===== src/rtl/dbic_pkg.sv =====
package dbic_pkg;
    localparam int GRP_W   = 32;
    localparam int NUM_GRP = 2;

    typedef enum logic [2:0] {
        WI_RAW  = 3'd0,
        WI_EN   = 3'd1,
        WI_CLR  = 3'd2,
        WI_MODE = 3'd3,
        WI_POL  = 3'd4,
        WI_STAT = 3'd5,
        WI_RSV6 = 3'd6,
        WI_RSV7 = 3'd7
    } word_idx_e;

    localparam logic [2:0] SLOT_MISC = 3'd2;
    localparam logic [2:0] MISC_REV  = 3'd4;
    localparam logic [2:0] MISC_CAP  = 3'd5;
endpackage


===== src/rtl/dbic_sync.sv =====
module dbic_sync #(
    parameter int W      = 32,
    parameter int STAGES = 2
) (
    input  logic         clk,
    input  logic         rst_n,
    input  logic [W-1:0] async_i,
    output logic [W-1:0] sync_o,
    output logic [W-1:0] prev_o
);
    logic [W-1:0] stg_q [STAGES];
    logic [W-1:0] prev_q;

    always_ff @(posedge clk or negedge rst_n) begin
        if (!rst_n) begin
            for (int i = 0; i < STAGES; i++) stg_q[i] <= '0;
            prev_q <= '0;
        end else begin
            stg_q[0] <= async_i;
            for (int i = 1; i < STAGES; i++) stg_q[i] <= stg_q[i-1];
            prev_q <= stg_q[STAGES-1];
        end
    end

    assign sync_o = stg_q[STAGES-1];
    assign prev_o = prev_q;

    generate
        if (STAGES >= 2) begin : g_chk
            // last stage takes the previous stage one edge later
            assert_sync_chain_R3: assert property (@(posedge clk) disable iff (!rst_n)
                1'b1 |=> (stg_q[STAGES-1] == $past(stg_q[STAGES-2])));
        end
    endgenerate
endmodule


===== src/rtl/dbic_bank.sv =====
module dbic_bank
    import dbic_pkg::*;
#(
    parameter int W = 32
) (
    input  logic         clk,
    input  logic         rst_n,
    input  logic [W-1:0] sync_i,
    input  logic [W-1:0] prev_i,
    input  logic         wr_i,
    input  logic [2:0]   idx_i,
    input  logic [W-1:0] wdata_i,
    output logic [W-1:0] rdata_o,
    output logic [W-1:0] status_o
);
    logic [W-1:0] en_q, mode_q, pol_q, pend_q;
    logic [W-1:0] edge_seen, edge_hit, clr_mask, lvl_active;

    assign edge_seen  = (sync_i & ~prev_i & ~pol_q) | (~sync_i & prev_i & pol_q);
    assign edge_hit   = edge_seen & en_q & mode_q;
    assign clr_mask   = (wr_i && idx_i == WI_CLR) ? wdata_i : '0;
    assign lvl_active = sync_i ^ pol_q;

    always_ff @(posedge clk or negedge rst_n) begin
        if (!rst_n) begin
            en_q   <= '0;
            mode_q <= '0;
            pol_q  <= '0;
            pend_q <= '0;
        end else begin
            pend_q <= (pend_q & ~clr_mask) | edge_hit;
            if (wr_i) begin
                unique case (idx_i)
                    WI_EN:   en_q   <= wdata_i;
                    WI_MODE: mode_q <= wdata_i;
                    WI_POL:  pol_q  <= wdata_i;
                    default: ;
                endcase
            end
        end
    end

    assign status_o = en_q & ((mode_q & pend_q) | (~mode_q & lvl_active));

    always_comb begin
        unique case (idx_i)
            WI_RAW:  rdata_o = sync_i;
            WI_EN:   rdata_o = en_q;
            WI_MODE: rdata_o = mode_q;
            WI_POL:  rdata_o = pol_q;
            WI_STAT: rdata_o = status_o;
            default: rdata_o = '0;
        endcase
    end

    // a detected edge is latched even under a clear of the same bit
    assert_edge_wins_R8: assert property (@(posedge clk) disable iff (!rst_n)
        (edge_hit != '0) |=> ((pend_q & $past(edge_hit)) == $past(edge_hit)));
    // cleared bits without a new edge are gone next cycle
    assert_clear_takes_R8: assert property (@(posedge clk) disable iff (!rst_n)
        (clr_mask != '0) |=> ((pend_q & $past(clr_mask & ~edge_hit)) == '0));
    // pending bits persist unless cleared
    assert_pend_holds_R6: assert property (@(posedge clk) disable iff (!rst_n)
        (pend_q != '0) |=> ((pend_q & $past(pend_q & ~clr_mask)) == $past(pend_q & ~clr_mask)));
    // nothing enabled, nothing reported
    assert_gate_R9: assert property (@(posedge clk) disable iff (!rst_n)
        (en_q == '0) |-> (status_o == '0));
endmodule


===== src/rtl/dual_bank_intc.sv =====
module dual_bank_intc
    import dbic_pkg::*;
#(
    parameter int          SYNC_STAGES = 2,
    parameter logic [31:0] REV_WORD    = 32'h0001_0300
) (
    input  logic        clk,
    input  logic        rst_n,
    input  logic [63:0] src_i,
    input  logic        bus_sel,
    input  logic        bus_wr,
    input  logic [7:0]  bus_addr,
    input  logic [31:0] bus_wdata,
    output logic [31:0] bus_rdata,
    output logic        norm_irq_o,
    output logic        fast_irq_o
);
    localparam int          NUM_SRC = GRP_W * NUM_GRP;
    localparam int          NB      = NUM_GRP * 2;
    localparam logic [31:0] CAP_WORD = 32'h100 | 32'(NUM_SRC);

    logic [2:0] slot, idx;
    assign slot = bus_addr[7:5];
    assign idx  = bus_addr[4:2];

    logic [GRP_W-1:0] sync_w [NUM_GRP];
    logic [GRP_W-1:0] prev_w [NUM_GRP];
    logic [GRP_W-1:0] rd_w   [NB];
    logic [GRP_W-1:0] stat_w [NB];
    logic [NB-1:0]    hit;
    logic [NB-1:0]    stat_any;

    generate
        for (genvar g = 0; g < NUM_GRP; g++) begin : g_grp
            dbic_sync #(.W(GRP_W), .STAGES(SYNC_STAGES)) u_sync (
                .clk    (clk),
                .rst_n  (rst_n),
                .async_i(src_i[g*GRP_W +: GRP_W]),
                .sync_o (sync_w[g]),
                .prev_o (prev_w[g])
            );
            for (genvar k = 0; k < 2; k++) begin : g_kind
                localparam int          B    = g*2 + k;
                localparam logic [2:0]  SLOT = 3'(g*3 + k);
                assign hit[B] = (slot == SLOT);
                dbic_bank #(.W(GRP_W)) u_bank (
                    .clk     (clk),
                    .rst_n   (rst_n),
                    .sync_i  (sync_w[g]),
                    .prev_i  (prev_w[g]),
                    .wr_i    (bus_sel && bus_wr && hit[B]),
                    .idx_i   (idx),
                    .wdata_i (bus_wdata),
                    .rdata_o (rd_w[B]),
                    .status_o(stat_w[B])
                );
                assign stat_any[B] = |stat_w[B];
            end
        end
    endgenerate

    logic rsvd_hit;
    assign rsvd_hit = (hit == '0) &&
                      !(slot == SLOT_MISC && (idx == MISC_REV || idx == MISC_CAP));

    always_comb begin
        bus_rdata = '0;
        if (bus_sel && !bus_wr) begin
            for (int b = 0; b < NB; b++)
                if (hit[b]) bus_rdata = rd_w[b];
            if (slot == SLOT_MISC && idx == MISC_REV) bus_rdata = REV_WORD;
            if (slot == SLOT_MISC && idx == MISC_CAP) bus_rdata = CAP_WORD;
        end
    end

    always_comb begin
        norm_irq_o = 1'b0;
        fast_irq_o = 1'b0;
        for (int g = 0; g < NUM_GRP; g++) begin
            norm_irq_o = norm_irq_o | stat_any[g*2];
            fast_irq_o = fast_irq_o | stat_any[g*2+1];
        end
    end

    // reserved space reads as zero
    assert_rsvd_zero_R11: assert property (@(posedge clk) disable iff (!rst_n)
        (bus_sel && !bus_wr && rsvd_hit) |-> (bus_rdata == '0));
    // a request output implies some bank of its kind reports status
    assert_norm_src_R10: assert property (@(posedge clk) disable iff (!rst_n)
        norm_irq_o |-> ((stat_w[0] | stat_w[2]) != '0));
    assert_fast_src_R10: assert property (@(posedge clk) disable iff (!rst_n)
        fast_irq_o |-> ((stat_w[1] | stat_w[3]) != '0));
endmodule


===== config.mk =====
export PLATFORM = sky130hd
export DESIGN_NAME = dual_bank_intc
export DESIGN_NICKNAME = d
export VERILOG_FILES = /design/src/rtl/dbic_pkg.sv /design/src/rtl/dbic_sync.sv /design/src/rtl/dbic_bank.sv /design/src/rtl/dual_bank_intc.sv
export SDC_FILE = /design/constraint.sdc
export NUM_CORES = 1
export LEC_CHECK = 0
export BUFFER_PORTS_ARGS = -buffer_cell sky130_fd_sc_hd__buf_4
export CORE_MARGIN = 3
export CORE_UTILIZATION = 55
export CTS_CLUSTER_DIAMETER = 50
export DETAILED_ROUTE_END_ITERATION = 10
export PLACE_DENSITY = 0.72
export SLEW_MARGIN = 20
export SYNTH_ARGS = -nofsm -noshare
export SYNTH_HDL_FRONTEND = slang
export SYNTH_HIERARCHICAL = 1
export SYNTH_SLANG_ARGS = --single-unit

===== constraint.sdc =====
create_clock -name clk -period 2.67 [get_ports clk]
set_input_delay 0.534 -clock clk [delete_from_list [all_inputs] [get_ports clk]]
set_output_delay 0.534 -clock clk [all_outputs]
set_load 0.01 [all_outputs]

==> impl_metrics.toml, run 1 <==
[outcome]
run_status = "finished, violations left"
violations = "negative setup slack"

[clock_network]
cts_root_buf = "clkbuf_16"
ctsHtreeMaxLevel = 3
clk_pin_slew_ns = 0.06
cts_tree = "done"
insertion_delay_ns = 0.67
cts_buffers = 89
clock_sinks = 704
clock_path_buffers = 3

[timing]
finalMaxSlewViolations = 0
clock.fmax_mhz = 277.2
tightest_slew_ns = 0.5780
final_hold_viol_count = 0
post-route-period-util_pct = 135.1
min_period_ns = 3.607
fin_skew_ns = 0.03073
maxSlewHeadroom_pct = 61.47
postLayoutSetupSlackWorst_ns = -0.9370
fin_tns_setup_ns = -14.98
rsz0062_at_grt = "true"
setup_viol = 34

[drt]
drtAntennaViolNets = 0
via_count = 30780
wl_per_cell_um = 25.20
vias_per_cell = 6.291
drcViolationCount = 0
drt_pass1_iterations = 5
wirelength_mm = 123.3
drt_iter0_drc = 2751

[critical_path]
crit_fanout = 5
critical_path_class = "register to output pin"
critical_path.slowest_cell = "or4_4"
reg2reg_depth = 6
cpPeakStageDelay_ns = 0.58
crit_arrival_ns = 3.07
cp-end-kind = "output pin"
worst_setup_path_start_kind = "register"
crit_required_ns = 2.14
crit_chain = "xor2_1 > o211ai_1 > inv_1 > nor4_1 > buf_4 > nand4_1 > or4_4 > buf_6"

[placed_design]
port_buffers = 139
place_ws_ns = -0.6841
hpwl_mm = 83.21
routabilityCongestion = 0.9325

[layout]
nets = 4060
drive_gt1_share_pct = 33.18
final_cell_mix = "699 x buf_4, 661 x dfrtp_1, 358 x mux2_1"
final_common_cell = "buf_4"
area_growth_pct = 29.93

[grt]
grt_pass1_vias = 32280
grt_util_all_layers_pct = 34.68
grt_remaining_overflow = 0
grt_max_degree = 93
antenna_found_initial = 4
grt_pass1_wl_mm = 189.2

[power]
powerDensity_nw_per_um2 = 597.3
vdd_drop_max_v = 0.0005608
p_leak_nw = 23.17

[synth]
ys.flop_type = "dfrtp_1"
ys_seq_area_share_pct = 47.26
syn-cell-area_um2 = 37280
synth-seq-cells = 704
syn_avg_cell_area_um2 = 11.60
synth_nets = 3321
synth.distinct_cells = 50
synth_warnings = 6
syn_inst = 3213
async_flop_share_pct = 100.0
synth_edf_count = 0

[die]
die_width_um = 266.3
start_util_pct = 56.10
core-area_um2 = 66450
rows = 94
die_h_um = 266.3
dieArea_um2 = 70940
boundaryPins = 142

[flow_run]
cap_viol_max_count = 0

[worst_hold_path]
hold_depth = 2
min_path_type = "primary input to register"
==> state kept, by name, indices dropped and copies added (netlist names) <==
name / flops
g_grp.u_sync/prev_o: 64
g_grp.g_kind.u_bank/en_q: 128
g_grp.g_kind.u_bank/mode_q: 128
g_grp.g_kind.u_bank/pol_q: 128
g_grp.u_sync/sync_o: 64
g_grp.g_kind.u_bank/pend_q: 128
g_grp.u_sync/stg_q: 64
==> cells in the mapped netlist, types with 49 or more instances <==
cell      instances  share of area (%)
a22oi_1         155                3.1
a32o_1          128                3.4
buf_4            86                1.7
clkbuf_1         49               0.49
dfrtp_1         704                 47
inv_1           122                1.2
mux2_1          384                 12
mux2_4          120                4.8
nand2_1         254                2.6
nand2b_1        258                4.3
nand3b_1        163                3.3
o211ai_1        240                4.8
o21ai_0         124                1.7
xor2_1          128                3.0
==> path summary, 6_finish.rpt <==
check                                      startpoint  slack (ns)                             endpoint
max                        g_grp[1].u_sync/sync_o[24]       -0.94                           fast_irq_o
min                                     bus_wdata[20]        0.24   g_grp[1].g_kind[1].u_bank/en_q[20]
max reg2reg                 g_grp[0].u_sync/sync_o[1]        1.29  g_grp[0].g_kind[0].u_bank/pend_q[1]
min reg2reg                 g_grp[0].u_sync/stg_q[47]        0.33           g_grp[0].u_sync/sync_o[15]
max in group asynchronous                       rst_n        1.30   g_grp[0].g_kind[0].u_bank/pol_q[6]
min in group asynchronous                       rst_n        0.39   g_grp[1].g_kind[0].u_bank/en_q[25]
==> logic make-up (layout without fill, tap and decap cells) <==
logic type             Yosys count  in the layout  synth area share, %
buffers and inverters          345           1159                5.340
AO/OA/AOI/OAI                  716            716                14.62
multiplexers                   544            544                17.60
AND/OR/NAND/NOR                776            776                12.17
flip-flops                     704            704                47.26
other                            0              1                    0
XOR/XNOR                       128            128                3.007
==> layer usage <==
| metal | vias to the layer above | global-route usage [%] | wire length (um) |
|---|---|---|---|
| met4 | 2 | 19.04 | 7701 |
| met3 | 489 | 7.868 | 11570 |
| met2 | 1565 | 54.65 | 56130 |
| li1 | 13290 | - | - |
| met1 | 15440 | 44.63 | 47890 |
| met5 | - | 0 | 11 |
==> cell type report <==
type / instances / area, um^2
multi-input combinational: 2164 / 18520
fill: 4360 / 18020
sequential: 704 / 17670
timing repair buffer: 871 / 7672
clock buffer: 110 / 2416
tap: 864 / 1081
clock inverter: 56 / 609.3
inverter: 122 / 457.9
antenna: 1 / 2.502
==> worst max-delay path: cells and delay by family (launching register included) <==
family | cells | cell delay [ns]
AND/OR/NAND/NOR | 3 | 1.06
buffers and inverters | 3 | 0.46
flip-flops | 1 | 0.45
AO/OA/AOI/OAI | 1 | 0.29
XOR/XNOR | 1 | 0.16
==> repair_timing <==
action,in CTS,in global routing
setup buffers,33,26
hold endpoints to repair,89,0
cloned,0,1
pin swaps,132,95
resized for setup,214,40
setup endpoints to repair,34,34
hold buffers,65,0
==> where the power goes <==
group / leakage (nW) / internal, W / switching (W)
clock: 1.48 / 0.00708 / 0.00512
combinational: 12.5 / 0.00236 / 0.00224
sequential: 9.19 / 0.0114 / 0.000697
total: 23.2 / 0.0209 / 0.00805
==> per-stage QoR <==
step / total power [W] / hold slack (ns) / instances / area (um^2) / utilization [%]
finish: 0.02893 / 0.2415 / 4892 / 48430 / 72.88
global route: 0.02991 / 0.2366 / 4892 / 48430 / 72.88
CTS: 0.02891 / 0.2228 / 4872 / 48120 / 72.41
detailed placement: 0.01643 / 0.3347 / 4618 / 43410 / 65.33
global placement: 0.01618 / 0.3322 / 4618 / 43410 / 65.33
floorplan: 0.01411 / 0.2384 / 3213 / 37280 / -
(Power assumes the default switching activity.)
==> inputs of run 2 (changes only) <==
- ABC_AREA: unset -> 1
- CORE_ASPECT_RATIO: unset -> 1.1
- SKIP_CTS_REPAIR_TIMING: unset -> 1
==> run 2 against run 1 <==
  * The flow still finishes with violations (negative setup slack)
  * Total power down 0.84%
  * Utilization decreased by 3.8 points
  * Die area rose by 5.6%
  * Flip-flop and latch count unchanged
  * Sequential power is essentially flat
  * Clock skew decreased by 0.017 ns
  * Count of clock-buffer cells in the layout rose by 5
  * Cell area grew 0.86%
  * Combinational power shrank 10%
==> impl_metrics.toml, run 2 <==
[drt]
via_count = 39910
drcViolationCount = 0
drt_pass1_iterations = 6
wl_per_cell_um = 18.84
wirelength_mm = 132.3
drtAntennaViolNets = 0
vias_per_cell = 5.683
drt_iter0_drc = 4193

[grt]
antenna_found_initial = 1
grt_pass1_wl_mm = 199.5
grt_max_degree = 84
grt_util_all_layers_pct = 33.92
grt_remaining_overflow = 0
grt_pass1_vias = 36500

[timing]
post-route-period-util_pct = 111.8
fin_skew_ns = 0.01416
tightest_slew_ns = 0.7994
setup_viol = 23
min_period_ns = 2.985
fin_tns_setup_ns = -1.890
clock.fmax_mhz = 335.1
maxSlewHeadroom_pct = 46.70
final_hold_viol_count = 0
postLayoutSetupSlackWorst_ns = -0.3145
finalMaxSlewViolations = 0
rsz0062_at_grt = "true"

[clock_network]
cts_root_buf = "clkbuf_16"
clock_path_buffers = 3
cts_tree = "done"
clk_pin_slew_ns = 0.06
insertion_delay_ns = 0.64
clock_sinks = 704
ctsHtreeMaxLevel = 3
cts_buffers = 90

[synth]
synth_top_area_cell = "dfrtp_1"
synth_edf_count = 0
syn-cell-area_um2 = 39420
yosysMostFrequentCell = "nand2_1"
synth-seq-cells = 704
async_flop_share_pct = 100.0
syn_avg_cell_area_um2 = 6.943
synth_warnings = 6
yosys-top-cells-count = "1965 x nand2_1, 704 x dfrtp_1, 648 x inv_1"
synth_top_area_share_pct = 44.69
syn_inst = 5678
synth_nets = 5786
synth.distinct_cells = 27
synth_top_cells_by_area = "dfrtp_1 45%, nand2_1 19%, nand3_1 6.6%"
ys.flop_type = "dfrtp_1"
ys_seq_area_share_pct = 44.69

[power]
powerDensity_nw_per_um2 = 587.2
vdd_drop_max_v = 0.0003882
p_int_w = 0.02034
p_comb_share_pct = 14.4
power_w = 0.02869
clkPwrFrac_pct = 42.9
p_leak_nw = 25.16
power_switching_w = 0.008349
switching_share_pct = 29.11
pwr-share-seq_pct = 42.7

[layout]
final_cell_mix = "1763 x nand2_1, 651 x dfrtp_1, 615 x inv_1"
final_common_cell = "nand2_1"
area_growth_pct = 23.90
fillers = 5896
nets = 6123
design_area_um2 = 48850
antennaDiodeCount = 0
stdcell_count = 7022
drive_gt1_share_pct = 19.01

[critical_path]
critPathCapture = "fast_irq_o"
cpPeakStageDelay_ns = 0.45
r2r_slack_ns = 1.47
cp.depth = 12
r2r-end = "g_grp[0].g_kind[0].u_bank/pend_q[26]"
r2r_start = "g_grp[0].u_sync/sync_o[26]"
worst_setup_path_start_kind = "register"
crit_start = "g_grp[0].u_sync/sync_o[24]"
crit_family = "simple AND/OR/NAND/NOR gates"
crit_chain = "buf_6 > inv_2 > nand2_2 > nand3_2 > nand2_4 > nor2_4 > nand2_1 > nor2_2 > nand2_2 > nor3_4 > nand2_4 > buf_6"
crit_buf_inv = 3
critical_path_class = "register to output pin"
crit_required_ns = 2.14
critical_path.slowest_cell = "dfrtp_2"
reg2reg_depth = 6
crit_fanout = 5
cp-end-kind = "output pin"
crit_arrival_ns = 2.45

[placed_design]
hpwl_mm = 85.52
port_buffers = 139
dp.cells = 6675
dpl_cell_area_um2 = 42590
routabilityCongestion = 0.9092
place_ws_ns = -0.1181

[die]
rows = 102
start_util_pct = 55.76
boundaryPins = 142
core-area_um2 = 70700
die_width_um = 261.3
dieArea_um2 = 74930
die_h_um = 286.8

[outcome]
run_status = "finished, violations left"
violations = "negative setup slack"

[worst_hold_path]
min_path_type = "primary input to register"

[flow_run]
cap_viol_max_count = 0
[run 2: worst register-to-register path: cells and delay by family, from the launching register on]
family / cells / cell delay [ns]
and+or+nand+nor: 2 / 0.16
DFF: 1 / 0.45
buffers and inverters: 3 / 0.38
AOI/OAI and AO/OA: 1 / 0.14
[run 2: worst min path at each step]
stage	from	to	slack, ns	depth (start not counted)
floorplan	rst_n	g_grp[0].g_kind[0].u_bank/en_q[0]	0.24	0
global placement	g_grp[0].u_sync/stg_q[58]	g_grp[0].u_sync/sync_o[26]	0.33	0
detailed placement	g_grp[0].u_sync/stg_q[51]	g_grp[0].u_sync/sync_o[19]	0.33	0
CTS	rst_n	g_grp[1].u_sync/stg_q[57]	-0.15	1
global route	src_i[26]	g_grp[0].u_sync/stg_q[58]	0.005	1
finish	src_i[26]	g_grp[0].u_sync/stg_q[58]	0.01	1
[run 2: metrics by stage]
step	util (%)	hold WS, ns
2_1_floorplan	-	0.2384
3_3_place_gp	60.24	0.3318
3_5_place_dp	60.24	0.3347
4_1_cts	64.51	-0.1548
5_1_grt	69.09	0.005383
6_report	69.09	0.01454
[run 2: layer usage]
metal	global-route usage, %	wire, um	up-vias
li1	-	-	18740
met1	45.11	51780	18660
met2	53.81	60580	2014
met3	6.168	12900	488
met4	16.15	6982	2
met5	0	13	-
[run 2: cell type report]
cell class	instances	area (um^2)	area share, %
Multi-Input combinational cell	3981	18810	38.50
Sequential cell	704	17680	36.20
Tap cell	936	1171	2.397
Timing Repair Buffer	575	5672	11.61
Clock buffer	115	2522	5.164
Inverter	663	2499	5.115
Clock inverter	48	493.0	1.009
[run 2: cell families (layout without fill, tap and decap cells)]
kind of cell           Yosys count  after routing  synth area share (%)
buffers and inverters          993           1401                 11.05
flip-flops                     704            704                 44.69
AND/OR/NAND/NOR               3337           3337                 36.06
AO/OA/AOI/OAI                  644            644                 8.207
[run 2: power by group through the flow]
stage / Sequential, W / Combinational (W) / Clock [W]
2_1_floorplan: 0.0121 / 0.00210 / 0
3_3_place_gp: 0.0124 / 0.00335 / 0
3_5_place_dp: 0.0124 / 0.00344 / 0
4_1_cts: 0.0122 / 0.00346 / 0.0124
5_1_grt: 0.0124 / 0.00454 / 0.0129
6_report: 0.0123 / 0.00413 / 0.0123
